<file path="src/rtl/cpwm_pkg.sv">
package cpwm_pkg;

  // strobes sent from the control to the datapath each cycle
  typedef struct packed {
    logic hold;      // channel off: park the counter and output
    logic load;      // copy the holding registers to the active set
    logic stepUp;    // increment the counter
    logic stepDown;  // decrement the counter
  } cpwmCtl_t;

  // counter conditions reported back to the control
  typedef struct packed {
    logic atPeak;    // counter equals active period
    logic atOne;     // counter equals one
    logic perZero;   // active period is zero
  } cpwmStat_t;

endpackage

</file>
<file path="src/rtl/cpwm_ctrl.sv">
module cpwm_ctrl
  import cpwm_pkg::*;
(
  input  logic      clk,
  input  logic      rstN,
  input  logic      tickEn,
  input  logic      chanEn,
  input  cpwmStat_t stat,
  output cpwmCtl_t  ctl,
  output logic      dirDown,
  output logic      enPrev
);

  logic running;
  logic turnAround;
  logic wrapZero;

  always_comb begin
    running    = chanEn && enPrev;
    turnAround = !dirDown && stat.atPeak;
    // the next decrement lands on zero
    wrapZero   = stat.atOne && (dirDown || turnAround);

    ctl.hold     = !chanEn;
    ctl.load     = chanEn && (!enPrev || (tickEn && (stat.perZero || wrapZero)));
    ctl.stepUp   = running && tickEn && !stat.perZero && !dirDown && !stat.atPeak;
    ctl.stepDown = running && tickEn && !stat.perZero && !wrapZero
                   && (dirDown || stat.atPeak);
  end

  always_ff @(posedge clk or negedge rstN) begin
    if (!rstN) begin
      dirDown <= 1'b0;
      enPrev  <= 1'b0;
    end else begin
      enPrev <= chanEn;
      if (ctl.hold || ctl.load) begin
        dirDown <= 1'b0;
      end else if (ctl.stepDown) begin
        dirDown <= 1'b1;
      end else if (ctl.stepUp) begin
        dirDown <= 1'b0;
      end
    end
  end

endmodule

</file>
<file path="src/rtl/cpwm_datapath.sv">
module cpwm_datapath
  import cpwm_pkg::*;
#(
  parameter int WIDTH = 8
) (
  input  logic             clk,
  input  logic             rstN,
  input  cpwmCtl_t         ctl,
  input  logic             polarity,
  input  logic             perWr,
  input  logic [WIDTH-1:0] perIn,
  input  logic             dutyWr,
  input  logic [WIDTH-1:0] dutyIn,
  output cpwmStat_t        stat,
  output logic [WIDTH-1:0] cnt,
  output logic [WIDTH-1:0] perAct,
  output logic             pwmOut
);

  localparam logic [WIDTH-1:0] ZERO = '0;
  localparam logic [WIDTH-1:0] ONE  = WIDTH'(1);

  logic [WIDTH-1:0] perBuf;
  logic [WIDTH-1:0] dutyBuf;
  logic [WIDTH-1:0] dutyAct;
  logic [WIDTH-1:0] nextCnt;
  logic             toggleOk;
  logic             dutyHit;
  logic             startLvl;

  always_comb begin
    stat.atPeak  = (cnt == perAct);
    stat.atOne   = (cnt == ONE);
    stat.perZero = (perAct == ZERO);
    nextCnt      = ctl.stepUp ? cnt + ONE : cnt - ONE;
    toggleOk     = (dutyAct != ZERO) && (dutyAct < perAct);
    dutyHit      = toggleOk && (nextCnt == dutyAct);
    // a zero duty parks the output at the inverse level for the whole cycle
    startLvl     = (dutyBuf == ZERO) ? ~polarity : polarity;
  end

  always_ff @(posedge clk or negedge rstN) begin
    if (!rstN) begin
      perBuf  <= ZERO;
      dutyBuf <= ZERO;
      perAct  <= ZERO;
      dutyAct <= ZERO;
      cnt     <= ZERO;
      pwmOut  <= 1'b0;
    end else begin
      if (perWr)  perBuf  <= perIn;
      if (dutyWr) dutyBuf <= dutyIn;
      if (ctl.hold) begin
        cnt    <= ZERO;
        pwmOut <= polarity;
      end else if (ctl.load) begin
        perAct  <= perBuf;
        dutyAct <= dutyBuf;
        cnt     <= ZERO;
        pwmOut  <= startLvl;
      end else if (ctl.stepUp || ctl.stepDown) begin
        cnt <= nextCnt;
        if (dutyHit) pwmOut <= ~pwmOut;
      end
    end
  end

endmodule

</file>
<file path="src/rtl/center_pwm.sv">
module center_pwm
  import cpwm_pkg::*;
#(
  parameter int WIDTH = 8
) (
  input  logic             clk,
  input  logic             rstN,
  input  logic             tickEn,
  input  logic             chanEn,
  input  logic             polarity,
  input  logic             perWr,
  input  logic [WIDTH-1:0] perIn,
  input  logic             dutyWr,
  input  logic [WIDTH-1:0] dutyIn,
  output logic             pwmOut
);

  cpwmCtl_t         ctl;
  cpwmStat_t        stat;
  logic             dirDown;
  logic             enPrev;
  logic [WIDTH-1:0] cnt;
  logic [WIDTH-1:0] perAct;

  cpwm_ctrl u_ctrl (
    .clk     (clk),
    .rstN    (rstN),
    .tickEn  (tickEn),
    .chanEn  (chanEn),
    .stat    (stat),
    .ctl     (ctl),
    .dirDown (dirDown),
    .enPrev  (enPrev)
  );

  cpwm_datapath #(.WIDTH(WIDTH)) u_dp (
    .clk      (clk),
    .rstN     (rstN),
    .ctl      (ctl),
    .polarity (polarity),
    .perWr    (perWr),
    .perIn    (perIn),
    .dutyWr   (dutyWr),
    .dutyIn   (dutyIn),
    .stat     (stat),
    .cnt      (cnt),
    .perAct   (perAct),
    .pwmOut   (pwmOut)
  );

endmodule

</file>
<file path="config.mk">
export PLATFORM = sky130hd
export DESIGN_NAME = center_pwm
export DESIGN_NICKNAME = d
export VERILOG_FILES = /design/src/rtl/cpwm_pkg.sv /design/src/rtl/cpwm_ctrl.sv /design/src/rtl/cpwm_datapath.sv /design/src/rtl/center_pwm.sv
export SDC_FILE = /design/constraint.sdc
export NUM_CORES = 1
export LEC_CHECK = 0
export BUFFER_PORTS_ARGS = -buffer_cell sky130_fd_sc_hd__buf_2
export CAP_MARGIN = 10
export CORE_AREA = 2 2 104 106
export CTS_BUF_LIST = sky130_fd_sc_hd__clkbuf_4 sky130_fd_sc_hd__clkbuf_8
export CTS_CLUSTER_SIZE = 20
export DETAILED_ROUTE_END_ITERATION = 8
export DIE_AREA = 0 0 106 108
export PLACE_DENSITY = 0.43
export RECOVER_POWER = 100
export SLEW_MARGIN = 20
export SYNTH_ARGS = -nofsm -noshare
export SYNTH_HDL_FRONTEND = slang
export SYNTH_SLANG_ARGS = --single-unit
</file>
<file path="constraint.sdc">
create_clock -name clk -period 2.79 [get_ports clk]
set_input_delay 0.837 -clock clk [delete_from_list [all_inputs] [get_ports clk]]
set_output_delay 0.837 -clock clk [all_outputs]
set_load 0.01 [all_outputs]
</file>
==> run_results.csv, run 1 <==
group,metric,value,unit
status,violations,"capacitance limit, slew limit",
floorplan,core,0.0102,mm²
power,power.leakage,0.00158,µW
layout,antenna-diode-count,0,
sta,slew_viol_final,34,
floorplan,floorplan.initialDensity,26.7,%
sta,slew_headroom,-20.7,%
clocking,clk_pin_slew_worst_paths,110,ps
synthesis,synth_ff_type,"dfrtp_1",
route,firstDrtPassIters,4,
sta,hold_violations,0,
sta,hold_ws,500,ps
placement,place.gp.congestion,0.883,
clocking,cts_hold_buffers,0,
layout,final_common_cell,"buf_4",
route,vias,2195,
route,totalWireLength,7040,µm
route,drt_iter0_markers,59,
placement,io_buffers,23,
critical_path,arrival,2940,ps
clocking,cts_tree,"yes",
grt,grt_pass1_vias,2238,
sta,fin_crit_sh,98.8,%
synthesis,synth_fp_nets,298,
clocking,clock_latency,310,ps
power,pwr-share-clk,25.7,%
layout,layout_common_cells,"46 x buf_4, 40 x dfrtp_1, 33 x mux2_2",
synthesis,ys_seq_area_share,39.4,%
power,power,1770,µW
floorplan,dieArea,0.0114,mm²
grt,track_usage,13.5,%
sta,setup_viol,0,
critical_path,crit_fanout,6,
layout,finish.instance_area,0.00344,mm²
route,drc_errors,0,
synthesis,synth_cell_types,48,
grt,grt_max_degree,34,
layout,drive_gt1_share,39.5,%
sta,grt_setup_unrepaired,"yes",
synthesis,syn_area_per_cell,10.3,µm²
power,irDropWorstVdd,210,µV
layout,nets,366,
floorplan,num_rows,37,
sta,skew,17.8,ps
synthesis,syn_area,0.00273,mm²
power,netSwitchingPower,580,µW
synthesis,synth_warnings,0,
power,seqPwrFrac,44.2,%
power,power_frac_comb,30.1,%
floorplan,boundaryPins,24,
placement,dpl_cell_area,0.00327,mm²
critical_path,worstPathRequired,2970,ps
power,powerDensity,514,mW/mm²
hold_path,hold_path_class,"reg -> reg",
critical_path,path_class,"reg -> reg",
clocking,htree_levels,2,
placement,place_inst,456,
clocking,clock_sinks,43,
sta,fin_crit,2760,ps
layout,final_cells,470,
placement,dp_hpwl,5550,µm
route,routed_via_density,4.67,
sta,max_freq,363,MHz
synthesis,synth_edf_count,0,
status,status,"finished, violations left",
grt,gr-total-overflow,0,
grt,grt_pass1_wl,12000,µm
layout,syn_to_final_growth,26.1,%
synthesis,synth-seq-cells,43,
critical_path,endpoint_kind,"register",
grt,antenna_found_initial,0,
synthesis,postSynthCellCount,265,
sta,fin_ws,32.6,ps
clocking,cts_buffer_depth,2,
floorplan,chipHeight,108,µm
flow_run,maxCapViolCount,1,
route,drt-wirelength-per-cell,15.0,µm
synthesis,synthArstFlopShare,100,%
floorplan,die_w,106,µm
placement,place_ws,-202,ps
critical_path,start_kind,"register",
power,power.internal,1190,µW
power,p_sw_share,32.8,%
route,ant_nets,0,
clocking,cts_buffers,5,
clocking,cts-root-buf,"clkbuf_8",
sta,max_slew.worst_pin.slew,1810,ps
[metal layers]
metal | GRT usage [%] | part of all wire, % | up-vias | wire length, µm
met4 | 3.57 | 1.1 | 0 | 76
met2 | 21.5 | 45 | 37 | 3200
li1 | - | - | 1076 | -
met1 | 19.0 | 51 | 1074 | 3570
met3 | 2.65 | 2.8 | 8 | 197
met5 | 0 | 0 | - | 0
[Yosys cell counts (2+ instances only)]
master	n	area share, %
a21oi_1	7	1.3
and3_1	4	0.92
buf_2	5	0.92
buf_4	2	0.55
buf_6	3	1.2
clkbuf_1	4	0.55
dfrtp_1	43	39
ha_1	10	4.6
inv_1	11	1.5
mux2_2	33	14
mux2i_1	7	2.6
nand2_1	16	2.2
nand2b_1	4	0.92
nand3_1	13	2.4
nand3b_1	2	0.55
nand4_1	4	0.92
nor2_1	21	2.9
nor3_1	5	0.92
nor4_1	7	1.6
nor4_2	2	0.92
o21ai_0	5	0.92
o221ai_1	2	0.64
or2_2	2	0.46
or3_1	2	0.46
or4_4	3	1.2
xnor2_1	8	2.6
xor2_1	19	6.1
[repair_timing]
action                                  in CTS  in global routing
pin swaps                                   13                  2
resized for setup                            8                  5
endpoints found under the setup margin       1                 17
buffers inserted                             6                  0
[worst max-delay path, cell delays in order (launching register included)]
cell      delay, ps
dfrtp_1         410
or4_4           560
o21ai_2         170
a21o_4          150
buf_6           100
mux2i_2         240
o221ai_2        140
or4_4           500
a221oi_2        250
o41ai_2         100
[power by group through the flow]
stage                     clock network, µW  registers [µW]  logic (µW)
after floorplan                           0             769         332
after global placement                    0             794         506
after global routing                    497             794         598
final                                   454             781         533
after CTS                               469             782         533
after detailed placement                  0             795         512
[sequential cells by signal, indices dropped and copies added, names as in the netlist]
register        cells
u_ctrl.dirDown      1
u_ctrl.enPrev       1
u_dp.cnt            8
u_dp.dutyAct        8
u_dp.dutyBuf        8
u_dp.perAct         8
u_dp.perBuf         8
u_dp.pwmOut         1
[per-stage QoR]
stage	TNS [ps]	util (%)
floorplan	0	-
global placement	-149	31.9
detailed placement	-202	31.9
CTS	-13.8	33.6
global route	-124	33.6
finish	0	33.6
[cells by family after synthesis]
| kind of cell | Yosys count | share of synthesized area (%) |
|---|---|---|
| compound gates | 30 | 8.44 |
| mux | 40 | 16.2 |
| flops | 43 | 39.4 |
| fa+ha+maj | 10 | 4.59 |
| buf+inv | 26 | 5.14 |
| simple gates | 89 | 17.5 |
| xor+xnor | 27 | 8.67 |
[final timing paths]
| check | from | end | slack, ps | cells after the start |
|---|---|---|---|---|
| worst min-delay path | u_dp.perBuf[2] | u_dp.perAct[2] | 500 | 1 |
| worst max-delay path | u_dp.perAct[2] | u_dp.pwmOut | 30 | 9 |
| worst min register to register | u_dp.perBuf[2] | u_dp.perAct[2] | 500 | 1 |
| worst max register to register | u_dp.perAct[2] | u_dp.pwmOut | 30 | 9 |
| max in group asynchronous | rstN | u_dp.cnt[2] | 640 | 1 |
| min in group asynchronous | rstN | u_dp.cnt[5] | 990 | 1 |
[area by class of cell]
cell class                 count  area (µm²)
fill                        1061        6790
multi-input combinational    196        1540
sequential                    43        1080
timing repair buffer          76         507
tap                          136         170
clock buffer                   6        82.6
inverter                      11        41.3
clock inverter                 2        16.3
No activity file was read; power rests on OpenSTA's default activity.
==> inputs of run 2 (changes only) <==
CORE_AREA = 2 2 86 88   (was 2 2 104 106)
DIE_AREA = 0 0 88 90   (was 0 0 106 108)
GPL_TIMING_DRIVEN = 1   (was default)
PLACE_DENSITY = 0.58   (was 0.43)
==> run_results.csv, run 2 (synthesis results as in run 1) <==
group,metric,value,unit
clocking,cts_tree,"yes",
floorplan,die_w,88,µm
layout,regArea,0.00108,mm²
sta,slew_headroom,-2.95,%
floorplan,core,0.00702,mm²
floorplan,boundaryPins,24,
route,routed_via_density,5.17,
clocking,cts-root-buf,"clkbuf_8",
status,status,"finished, violations left",
route,totalWireLength,6490,µm
route,drt-wirelength-per-cell,15.1,µm
route,ant_nets,0,
critical_path,crit_fanout,6,
layout,multi_input_area,0.00155,mm²
sta,slew_viol_final,30,
critical_path,cp_slowest_cell,"or4_4",
grt,track_usage,18.0,%
placement,place.gp.congestion,0.853,
power,power.leakage,0.00158,µW
sta,hold_violations,0,
floorplan,num_rows,31,
power,powerDensity,555,mW/mm²
status,violations,"capacitance limit, slew limit",
clocking,clk_pin_slew_worst_paths,80,ps
sta,grt_setup_unrepaired,"yes",
clocking,clock_latency,300,ps
layout,nFillCells,659,
route,drt_iter0_markers,128,
grt,gr-total-overflow,0,
clocking,cts_hold_buffers,0,
clocking,cts_buffer_depth,2,
power,netSwitchingPower,549,µW
layout,syn_to_final_growth,24.7,%
flow_run,maxCapViolCount,1,
route,drc_errors,0,
power,power.internal,1340,µW
critical_path,endpoint_kind,"register",
grt,grt_pass1_vias,2283,
power,power_frac_comb,27.3,%
floorplan,chipHeight,90,µm
power,pwr-share-clk,31.2,%
power,irDropWorstVdd,371,µV
sta,fin_tns_setup,0,ps
placement,io_buffers,23,
sta,max_slew.worst_pin.slew,1540,ps
sta,fin_crit_sh,99.3,%
clocking,cts_buffers,5,
critical_path,cp_common_cell,"or4_4",
layout,layout_common_cells,"42 x buf_4, 42 x dfrtp_1, 33 x mux2_2",
critical_path,worstPathRequired,2970,ps
clocking,htree_levels,2,
floorplan,dieArea,0.00792,mm²
grt,grt_pass1_wl,11200,µm
sta,hold_ws,507,ps
layout,antenna-diode-count,0,
hold_path,hold_path_class,"reg -> reg",
floorplan,floorplan.initialDensity,38.9,%
sta,fin_crit,2770,ps
layout,nets,362,
critical_path,crit_chain,"or4_4, o21ai_1, a21o_2, buf_12, mux2i_4, o221ai_2, or4_4, a221oi_2, o41ai_2",
sta,max_freq,361,MHz
power,seqPwrFrac,41.5,%
route,firstDrtPassIters,4,
sta,skew,4.00,ps
grt,antenna_found_initial,0,
critical_path,path_class,"reg -> reg",
grt,grt_max_degree,30,
layout,drive_gt1_share,37.0,%
critical_path,start_kind,"register",
power,p_sw_share,29.1,%
critical_path,arrival,2950,ps
sta,setup_viol,0,
placement,dp_hpwl,5160,µm
clocking,clock_sinks,43,
critical_path,slowest_delay,570,ps
route,vias,2218,
-- run 2: changes by cell type in the layout (fill, tap and decap cells not counted), sizes merged --
| cell | change |
|---|---|
| buf | -6 |
| clkbuf | +2 |
| clkinvlp | -1 |
| clkinv | -1 |
| bufinv | +2 |
-- run 2: what timing repair did --
item                       in CTS  in global routing
setup buffers                   3                  0
setup endpoints to repair       1                  1
resized for setup               6                  0
pin swaps                       8                  0
-- run 2: routing by layer --
layer	vias to the layer above	wire [µm]	global-route usage, %
met4	0	84	4.62
li1	1077	-	-
met2	38	3180	28.5
met1	1094	2970	25.7
met5	-	0	0
met3	9	256	2.57
-- run 2: critical path, delay by kind of cell (launching register included) --
family | cells | cell delay, ps
buffers and inverters | 1 | 130
muxes | 1 | 240
and+or+nand+nor | 2 | 1080
DFF | 1 | 420
AOI/OAI and AO/OA | 5 | 780
-- run 2: cell type report --
cell class	instances	area share, %
clock inverter	2	1.77
timing repair buffer	72	13.9
clock buffer	6	2.24
inverter	11	1.21
multi-input combinational	196	45.6
sequential	43	31.7
tap	99	3.64
-- run 2: stage by stage --
stage | instances | power, µW | instance area [µm²] | worst slack (ps) | utilization (%)
finish | 429 | 1890 | 3400 | 20.9 | 48.5
global route | 429 | 2000 | 3400 | -94.7 | 48.5
CTS | 429 | 1910 | 3420 | 9.43 | 48.8
detailed placement | 418 | 1300 | 3230 | -226 | 45.9
global placement | 418 | 1290 | 3230 | -173 | 45.9
floorplan | 265 | 1100 | 2730 | 3.60 | -
-- run 2: worst paths after layout --
check / cells past startpoint / endpoint / slack (ps) / startpoint
max: 9 / u_dp.pwmOut / 20 / u_dp.perAct[3]
min: 1 / u_dp.perBuf[4] / 510 / u_dp.perBuf[4]
max reg2reg: 9 / u_dp.pwmOut / 20 / u_dp.perAct[3]
min reg2reg: 1 / u_dp.perBuf[4] / 510 / u_dp.perBuf[4]
max in group asynchronous: 2 / u_dp.pwmOut / 810 / rstN
min in group asynchronous: 1 / u_dp.dutyAct[0] / 900 / rstN
-- run 2: power by group through the flow --
stage	clock, µW	sequential, µW	combinational [µW]
3_3_place_gp	0	795	490
6_report	588	784	516
3_5_place_dp	0	798	503
4_1_cts	603	784	524
2_1_floorplan	0	769	332
5_1_grt	623	797	576
